[src/rtl/vmr_pkg.sv]
package vmr_pkg;
  localparam int ADDR_W = 16;
  localparam int DATA_W = 8;
  localparam int RGB_W  = 6;

  typedef enum logic {
    MODE_TEXT  = 1'b0,
    MODE_IMAGE = 1'b1
  } band_mode_e;

  localparam logic [2:0]        TEXT_PREFIX = 3'b111;
  localparam logic [6:0]        MODE_COLUMN = 7'd94;
  localparam logic [DATA_W-1:0] IMAGE_CODE  = 8'h01;
endpackage

[src/rtl/vmr_timing.sv]
module vmr_timing #(
  parameter int H_VIS  = 640,
  parameter int H_FP   = 16,
  parameter int H_SYNC = 96,
  parameter int H_BP   = 48,
  parameter int V_VIS  = 480,
  parameter int V_FP   = 10,
  parameter int V_SYNC = 2,
  parameter int V_BP   = 33,
  parameter int H_W    = 10,
  parameter int V_W    = 10
) (
  input  logic           clk_i,
  input  logic           rst_i,
  output logic [H_W-1:0] h_o,
  output logic [V_W-1:0] v_o,
  output logic           vis_o,
  output logic           hs_n_o,
  output logic           vs_n_o,
  output logic           fetch_o,
  output logic [5:0]     fetch_band_o
);
  localparam int H_TOT = H_VIS + H_FP + H_SYNC + H_BP;
  localparam int V_TOT = V_VIS + V_FP + V_SYNC + V_BP;
  localparam logic [H_W-1:0] HL_LAST = H_W'(H_TOT - 1);
  localparam logic [H_W-1:0] HL_VIS  = H_W'(H_VIS);
  localparam logic [H_W-1:0] HL_SS   = H_W'(H_VIS + H_FP);
  localparam logic [H_W-1:0] HL_SE   = H_W'(H_VIS + H_FP + H_SYNC);
  localparam logic [V_W-1:0] VL_LAST = V_W'(V_TOT - 1);
  localparam logic [V_W-1:0] VL_VIS  = V_W'(V_VIS);
  localparam logic [V_W-1:0] VL_SS   = V_W'(V_VIS + V_FP);
  localparam logic [V_W-1:0] VL_SE   = V_W'(V_VIS + V_FP + V_SYNC);

  logic [V_W-1:0] next_v;

  always_ff @(posedge clk_i) begin
    if (rst_i) begin
      h_o <= '0;
      v_o <= '0;
    end else if (h_o == HL_LAST) begin
      h_o <= '0;
      v_o <= next_v;
    end else begin
      h_o <= h_o + 1'b1;
    end
  end

  always_comb begin
    next_v       = (v_o == VL_LAST) ? '0 : v_o + 1'b1;
    vis_o        = (h_o < HL_VIS) && (v_o < VL_VIS);
    hs_n_o       = !((h_o >= HL_SS) && (h_o < HL_SE));
    vs_n_o       = !((v_o >= VL_SS) && (v_o < VL_SE));
    fetch_o      = (h_o == HL_VIS) && (next_v < VL_VIS) && (next_v[3:0] == 4'd0);
    fetch_band_o = 6'(next_v >> 4);
  end
endmodule

[src/rtl/vmr_addr.sv]
module vmr_addr import vmr_pkg::*; #(
  parameter int H_W = 10,
  parameter int V_W = 10
) (
  input  logic [H_W-1:0]    h_i,
  input  logic [V_W-1:0]    v_i,
  input  band_mode_e        mode_i,
  input  logic              fetch_i,
  input  logic [5:0]        fetch_band_i,
  output logic [ADDR_W-1:0] addr_o
);
  logic [6:0] cell_col;
  logic [5:0] cell_row;
  logic [7:0] img_x;
  logic [6:0] img_y;

  always_comb begin
    cell_col = 7'(h_i >> 3);
    cell_row = 6'(v_i >> 4);
    img_x    = 8'(h_i >> 2);
    img_y    = 7'(v_i >> 2);
    if (fetch_i)
      addr_o = {TEXT_PREFIX, fetch_band_i, MODE_COLUMN};
    else if (mode_i == MODE_IMAGE)
      addr_o = {1'b1, img_x, img_y};
    else
      addr_o = {TEXT_PREFIX, cell_row, cell_col};
  end
endmodule

[src/rtl/vmr_font.sv]
module vmr_font (
  input  logic [7:0] code_i,
  input  logic [3:0] row_i,
  output logic [7:0] bits_o
);
  logic body;
  logic bar;

  always_comb begin
    body = (row_i >= 4'd2) && (row_i <= 4'd13);
    bar  = (row_i == 4'd7) || (row_i == 4'd8);
    unique case (code_i)
      8'hDB: bits_o = 8'hFF;
      8'hDC: bits_o = row_i[3] ? 8'hFF : 8'h00;
      8'hDD: bits_o = 8'hF0;
      8'h48: bits_o = !body ? 8'h00 : (bar ? 8'hFF : 8'hC3);
      8'h41: begin
        unique case (row_i)
          4'd2:          bits_o = 8'h18;
          4'd3:          bits_o = 8'h3C;
          4'd4:          bits_o = 8'h66;
          4'd8, 4'd9:    bits_o = 8'hFF;
          4'd5, 4'd6, 4'd7, 4'd10, 4'd11, 4'd12, 4'd13:
                         bits_o = 8'hC3;
          default:       bits_o = 8'h00;
        endcase
      end
      default: bits_o = 8'h00;
    endcase
  end
endmodule

[src/rtl/vga_mixed_renderer.sv]
module vga_mixed_renderer import vmr_pkg::*; #(
  parameter int COLS   = 80,
  parameter int ROWS   = 30,
  parameter int H_FP   = 16,
  parameter int H_SYNC = 96,
  parameter int H_BP   = 48,
  parameter int V_FP   = 10,
  parameter int V_SYNC = 2,
  parameter int V_BP   = 33
) (
  input  logic              clk_i,
  input  logic              rst_i,
  output logic              mem_rd_en_o,
  output logic [ADDR_W-1:0] mem_addr_o,
  input  logic [DATA_W-1:0] mem_rdata_i,
  output logic              hsync_o,
  output logic              vsync_o,
  output logic [RGB_W-1:0]  rgb_o
);
  localparam int H_VIS = COLS * 8;
  localparam int V_VIS = ROWS * 16;
  localparam int H_TOT = H_VIS + H_FP + H_SYNC + H_BP;
  localparam int V_TOT = V_VIS + V_FP + V_SYNC + V_BP;
  localparam int H_W   = $clog2(H_TOT);
  localparam int V_W   = $clog2(V_TOT);

  // stage 0: scan position and request
  logic [H_W-1:0] h_cnt;
  logic [V_W-1:0] v_cnt;
  logic           vis0, hs0_n, vs0_n, fetch0;
  logic [5:0]     fetch_band0;
  band_mode_e     mode_q;

  vmr_timing #(
    .H_VIS(H_VIS), .H_FP(H_FP), .H_SYNC(H_SYNC), .H_BP(H_BP),
    .V_VIS(V_VIS), .V_FP(V_FP), .V_SYNC(V_SYNC), .V_BP(V_BP),
    .H_W(H_W), .V_W(V_W)
  ) u_timing (
    .clk_i(clk_i), .rst_i(rst_i), .h_o(h_cnt), .v_o(v_cnt),
    .vis_o(vis0), .hs_n_o(hs0_n), .vs_n_o(vs0_n),
    .fetch_o(fetch0), .fetch_band_o(fetch_band0)
  );

  vmr_addr #(.H_W(H_W), .V_W(V_W)) u_addr (
    .h_i(h_cnt), .v_i(v_cnt), .mode_i(mode_q), .fetch_i(fetch0),
    .fetch_band_i(fetch_band0), .addr_o(mem_addr_o)
  );

  assign mem_rd_en_o = vis0 | fetch0;

  // stage 1: memory data returns, glyph lookup
  logic       vis1, hs1_n, vs1_n, fetch1;
  logic [3:0] row1;
  logic [2:0] bit1;
  logic [7:0] glyph;
  logic [RGB_W-1:0] pix1;

  always_ff @(posedge clk_i) begin
    if (rst_i) begin
      vis1   <= 1'b0;
      hs1_n  <= 1'b1;
      vs1_n  <= 1'b1;
      fetch1 <= 1'b0;
      row1   <= '0;
      bit1   <= '0;
    end else begin
      vis1   <= vis0;
      hs1_n  <= hs0_n;
      vs1_n  <= vs0_n;
      fetch1 <= fetch0;
      row1   <= v_cnt[3:0];
      bit1   <= h_cnt[2:0];
    end
  end

  vmr_font u_font (.code_i(mem_rdata_i), .row_i(row1), .bits_o(glyph));

  always_comb begin
    if (mode_q == MODE_IMAGE)
      pix1 = mem_rdata_i[RGB_W-1:0];
    else
      pix1 = glyph[3'd7 - bit1] ? {RGB_W{1'b1}} : '0;
  end

  always_ff @(posedge clk_i) begin
    if (rst_i)
      mode_q <= MODE_TEXT;
    else if (fetch1)
      mode_q <= (mem_rdata_i == IMAGE_CODE) ? MODE_IMAGE : MODE_TEXT;
  end

  // stage 2: registered video outputs
  always_ff @(posedge clk_i) begin
    if (rst_i) begin
      hsync_o <= 1'b1;
      vsync_o <= 1'b1;
      rgb_o   <= '0;
    end else begin
      hsync_o <= hs1_n;
      vsync_o <= vs1_n;
      rgb_o   <= vis1 ? pix1 : '0;
    end
  end
endmodule

[config.mk]
export PLATFORM = sky130hd
export DESIGN_NAME = vga_mixed_renderer
export DESIGN_NICKNAME = d
export VERILOG_FILES = /design/src/rtl/vmr_pkg.sv /design/src/rtl/vmr_timing.sv /design/src/rtl/vmr_addr.sv /design/src/rtl/vmr_font.sv /design/src/rtl/vga_mixed_renderer.sv
export SDC_FILE = /design/constraint.sdc
export NUM_CORES = 1
export LEC_CHECK = 0
export ABC_CLOCK_PERIOD_IN_PS = 3310
export BUFFER_PORTS_ARGS = -buffer_cell sky130_fd_sc_hd__buf_2
export CAP_MARGIN = 20
export CORE_ASPECT_RATIO = 0.6
export CORE_MARGIN = 2
export CORE_UTILIZATION = 55
export CTS_BUF_LIST = sky130_fd_sc_hd__clkbuf_16
export CTS_CLUSTER_DIAMETER = 80
export DETAILED_ROUTE_END_ITERATION = 12
export PLACE_DENSITY = 0.86
export SLEW_MARGIN = 10
export SYNTH_ARGS = -nofsm -noshare
export SYNTH_HDL_FRONTEND = slang
export SYNTH_SLANG_ARGS = --single-unit
[constraint.sdc]
create_clock -name clk_i -period 3.31 [get_ports clk_i]
set_input_delay 0.4965 -clock clk_i [delete_from_list [all_inputs] [get_ports clk_i]]
set_output_delay 0.4965 -clock clk_i [all_outputs]
set_load 0.01 [all_outputs]
Word level (Yosys, flattened, before mapping)

Memories as Yosys holds them, arrays and structs flattened. A register that Yosys moved wholly into a read port is not among the register bits.
Cells that the tools add are included.

ROM bits: 128
Memories: 1
Logic and storage cells: 64
Input port bits: 10
Bits in registers: 40
Output and inout port bits: 25

Memories:

| name            | depth | width | read ports | clocked after memory_dff | wr ports | line           | RTL |
|---|---|---|---|---|---|---|---|
| (no name shown) | 16    | 8     | 1          | 1                        | 0        | vmr_font.sv:18 | `unique case (row_i)` |

$add $sub $neg: 3
Mux-type cells: 13
Bitwise logic cells: 2
$lt $le $gt $ge: 10
Reduce and logical (&&, ||, !) cells: 12
Equality and inequality tests: 11

Operators by type and width:

| kind                                                                | number |
|---|---|
| one-hot mux 8 bit (5 select lines)                                  | 1 |
| equality test 10 bit (second input constant)                        | 3 |
| < comparator 10 x 9 -> 1 bit (second input constant)                | 3 |
| 2-to-1 mux 15 bit                                                   | 2 |
| equality test 8 bit (second input constant)                         | 3 |
| adder 10 x 1 -> 10 bit (second input constant)                      | 2 |
| < comparator 10 bit (second input constant)                         | 2 |
| 2-to-1 mux 6 bit                                                    | 3 |
| equality test 8 x 7 -> 1 bit (second input constant)                | 2 |
| 2-to-1 mux 8 bit                                                    | 2 |
| greater-or-equal comparator 10 bit (second input constant)          | 1 |
| greater-or-equal comparator 10 x 9 -> 1 bit (second input constant) | 1 |
| 2-to-1 mux 10 bit                                                   | 1 |
| equality test 8 x 1 -> 1 bit (second input constant)                | 1 |
| logical AND 1 bit                                                   | 6 |
| equality test 4 x 3 -> 1 bit (second input constant)                | 1 |
| equality test 4 bit (second input constant)                         | 1 |
| greater-or-equal comparator 4 x 2 -> 1 bit (second input constant)  | 1 |
| <= comparator 4 bit (second input constant)                         | 1 |
| logical NOT 4 bit                                                   | 1 |
| < comparator 3 x 4 -> 1 bit (second input constant)                 | 1 |
| 2-to-1 mux 4 bit                                                    | 1 |
| OR reduction 2 bit                                                  | 2 |
| binary-select mux 1 bit (select 3 bit)                              | 1 |
| 6 further kinds                                                     | 8 |

Depth between registers and ports, before layout

Depth after elaboration: 9
Mapped depth: 9

Hierarchy

A second synthesis with hierarchy kept.

Cells, all modules: 306
Area, all modules: 2552.4 um^2

By module, submodules not included:

| module             | area each (um^2) | times used | cells each |
|---|---|---|---|
| vmr_timing         | 1280.0           | 1          | 157 |
| vga_mixed_renderer | 718.2            | 1          | 65 |
| vmr_font           | 286.5            | 1          | 44 |
| vmr_addr           | 267.8            | 1          | 40 |

Least setup slack after synthesis

No wires, ideal clock.

Path kind: register to output
From: reg u_timing.v_o[1]
To: out mem_addr_o[8]
Slack: 0.197 ns
Data required time: 2.813 ns
Cell stages (with the launch flop): 10
Path buffers: 2
Arrival: 2.616 ns
Path through: dfxtp_1 > clkbuf_1 > inv_1 > ha_1 > or4b_2 > o22ai_1 > and3_1 > clkbuf_1 > o21ai_2 > a311o_1

Cells in the longest elaborated chain, start to end: 6

RTL lines:

| item                                                                  | line                     | RTL |
|---|---|---|
| start, declared                                                       | vmr_timing.sv:16         | `output logic [V_W-1:0] v_o,` |
| start signal, assigned                                                | vmr_timing.sv:42         | `v_o <= next_v;` |
| adder 10 x 1 -> 10 bit / equality test 10 bit (equally long branches) | vmr_timing.sv:49         | `next_v = (v_o == VL_LAST) ? '0 : v_o + 1'b1;` |
| 2-to-1 mux 10 bit (*)                                                 | vmr_timing.sv:49         |  |
| < comparator 10 x 9 -> 1 bit                                          | vmr_timing.sv:53         | `fetch_o = (h_o == HL_VIS) && (next_v < VL_VIS) && (next_v[3:0] == 4'd0);` |
| logical AND 1 bit (2 in a row)                                        | vmr_timing.sv:53         |  |
| 2-to-1 mux 15 bit (*)                                                 | vmr_addr.sv:22           | `if (fetch_i)` |
| end, declared                                                         | vga_mixed_renderer.sv:14 | `output logic [ADDR_W-1:0] mem_addr_o,` |

Mark *: on every way between the ends. The rest lies on a longest branch, timed or not.

Final worst setup path

From: reg u_timing.v_o[0]
To: out mem_addr_o[8]

Same word-level chain as after synthesis.

==> results.toml <==
[worst_hold_path]
holdPathStages = 1
hold_end = "vsync_o"
hp-start = "vs1_n"
hp-class = "register to register"

[detailed_routing]
drc_errors = 0
dr_total_vias = 2633
via_per_inst = 6.44
drt_iter0_drc = 425
totalWireLength_um = 6740
wire_per_inst_um = 16.5
final_antenna_net_count = 0
drtPass1Iterations = 6

[floorplanning]
die_w_um = 92.0
io-pin-count = 35
fp.coreArea_um2 = 4520
fp.dieArea_um2 = 5230
rows = 19
die_height_um = 56.8
initial_core_util_pct = 56.6

[timing]
slew_viol_final = 0
final.period_utilization_pct = 98.2
hold_viol_final = 0
clock.fmax_mhz = 308
max_slew.worst_pin.slew_ns = 0.898
fin_skew_ns = 0.00628
relSlewSlack_pct = 39.3
whs_ns = 0.409
finalSetupViolCount = 0
period_needed_ns = 3.25

[yosys]
syn_area_um2 = 2560
synth_top_area_share_pct = 34.5
yosysTopAreaCell = "dfxtp_1"
synth_nets = 335
avgSynthCellArea_um2 = 7.96
ys_seq_area_share_pct = 34.5
synthCells = 321
synthFlopType = "dfxtp_1"
yosysWarningCount = 0
postSynth.asyncResetShare_pct = 0
ys_top_cells_by_area = "dfxtp_1 (34%), nor2_1 (5.0%), nand2_1 (3.7%)"
ys_seq_elements = 44
synth_cell_types = 57
synth-edff-count = 0

[cts]
cts_buffers = 5
cts_num_sinks = 44
cts.htree.levels = 2
ctsHoldBuffers = 0
insertion_delay_ns = 0.28
cts_buffer_depth = 2
root_buffer = "clkbuf_16"
cts_tree = "yes"
clk_pin_slew_ns = 0.06

[placed_design]
dp_hpwl_um = 4610
dp_cells = 401
portBuffers = 33
placed_area_um2 = 2750
gp_congestion = 0.937

[layout]
final_cells = 409
fill_cells = 364
drive_above_1_share_pct = 17.3
fin_area_um2 = 2940
layout.nets = 359
syn2layout_area_growth_pct = 14.9
antenna-diode-count = 0

[grt]
antenna_found_initial = 0
grt_use_total_pct = 26.3
grt_pass1_vias = 2180
grt_max_degree = 35
grt.overflow.total = 0
grt_pass1_wl_um = 10900

[critical_path]
crit_arrival_ns = 2.75
reg2reg_slack_ns = 0.90
crit_path_max_fanout = 10
crit_path_start = "u_timing.v_o[0]"
start_kind = "register"
slowest_stage = "or4b_2"
critPathMaxStageDelay_ns = 0.63
crit_required_ns = 2.81
timing.rr.start = "u_timing.h_o[0]"
path_class = "register to primary output"
worstRegToRegCells = 6
setup.worst_path.end_class = "primary output"
rr_endpoint = "u_timing.v_o[3]"
path_cells = "inv_1, ha_1, or4b_2, o22ai_2, and3_4, o21ai_4, a311o_1, buf_2"

[outcome]
status = "completed"

[power_and_ir_drop]
p_clk_share_pct = 48.1
comb_power_share_pct = 4.3
power_density_nw_per_um2 = 387
swShare_pct = 20.7
seqPwrFrac_pct = 47.6
p_leak_uw = 0.00109
p_int_uw = 901
ir_worst_vdd_mv = 0.256
power_switching_uw = 236

[job]
max_cap_violations = 0
## synthesized netlist by cell type (all sizes together) (4+ instances only)
master and count:
dfxtp 44, nor2 34, nand2 25, clkbuf 17, nand3 17, o21ai 17
inv 15, a21oi 14, nand4 10, mux2i 9, nor3 9, o211ai 8
or3 8, xnor2 7, a31oi 6, and3 6, buf 6, o41ai 6
nor4 5, ha 4, nand4b 4
## logic make-up (layout without fill, tap and decap cells)
| family | Yosys count | count (layout) | synth area share [%] |
|---|---|---|---|
| AOI/OAI and AO/OA | 69 | 69 | 18.7 |
| xor gates and xnor gates | 10 | 10 | 3.43 |
| adders and majority gates | 4 | 4 | 1.96 |
| buffers and inverters | 38 | 63 | 6.36 |
| DFF | 44 | 44 | 34.5 |
| muxes | 10 | 10 | 3.96 |
| other | 1 | 1 | 0.147 |
| and+or+nand+nor | 145 | 145 | 30.9 |
## registers in the layout, summed over array words and instances (netlist names), 3 cells and up, named ones only
register	cells
bit1	3
rgb_o	6
row1	4
u_timing.h_o	10
u_timing.v_o	10
## area by class of cell
cell class / instances / area (um2) / area share, %
Timing Repair Buffer: 40 / 218 / 7.41
Clock inverter: 3 / 37.5 / 1.28
Sequential cell: 44 / 888 / 30.2
Multi-Input combinational cell: 239 / 1530 / 52.2
Tap cell: 63 / 78.8 / 2.68
Inverter: 15 / 56.3 / 1.92
Clock buffer: 5 / 125 / 4.26
## critical path, delay by kind of cell, from the launching register on
kind | cells | cell delay, ns
adders and majority gates | 1 | 0.32
DFF | 1 | 0.40
buffers and inverters | 2 | 0.22
and+or+nand+nor | 2 | 0.87
AOI/OAI and AO/OA | 3 | 0.66
## how the worst max path moves through the flow
stage / end / cells after the start
finish: mem_addr_o[8] / 8
global route: mem_addr_o[8] / 8
CTS: mem_addr_o[8] / 8
detailed placement: mem_addr_o[8] / 8
global placement: mem_addr_o[8] / 8
floorplan: mem_addr_o[8] / 9
## power by group through the flow
stage,Clock [uW],Combinational (uW),Sequential [uW]
2_1_floorplan,0,31.4,552
3_3_place_gp,0,46.0,554
3_5_place_dp,0,47.6,554
4_1_cts,551,48.2,543
5_1_grt,571,54.2,542
6_report,546,49.1,542
## cell usage in the layout (no fill, tap or decap), drive strengths merged, types with 3 or more instances in the layout
master / n
buf: 40
nor3: 9
nand4: 10
and3: 6
o21ai: 17
xnor2: 7
nor4b: 3
mux2i: 9
nand2b: 3
o221ai: 3
nor2: 34
nand2: 25
inv: 15
dfxtp: 44
nand3: 17
clkbuf: 5
xor2: 3
or3: 8
nor4: 5
and2: 3
a21oi: 14
a31oi: 6
o211ai: 8
nand4b: 4
ha: 4
nor3b: 3
o41ai: 6
## through the flow
stage | setup WS, ns | utilization, % | total power, uW | TNS [ns]
finish | 0.0601 | 65.0 | 1140 | 0
detailed placement | 0.237 | 60.8 | 602 | 0
CTS | 0.0196 | 64.5 | 1140 | 0
global placement | 0.298 | 60.8 | 600 | 0
floorplan | 0.197 | - | 584 | 0
global route | -0.0148 | 65.0 | 1170 | -0.0148
## layer usage
layer	GRT usage, %	part of all wire [%]	wire length, um
met3	6.58	11	713
met5	0	0	0
met1	40.9	48	3230
met4	7.89	1.5	104
met2	35.0	40	2690
## what timing repair did
item | CTS | global route
gates resized for setup | 2 | 6
pin swaps | 0 | 1
setup buffers | 0 | 0
endpoints found under the setup margin | 1 | 4
(Power assumes the default switching activity.)
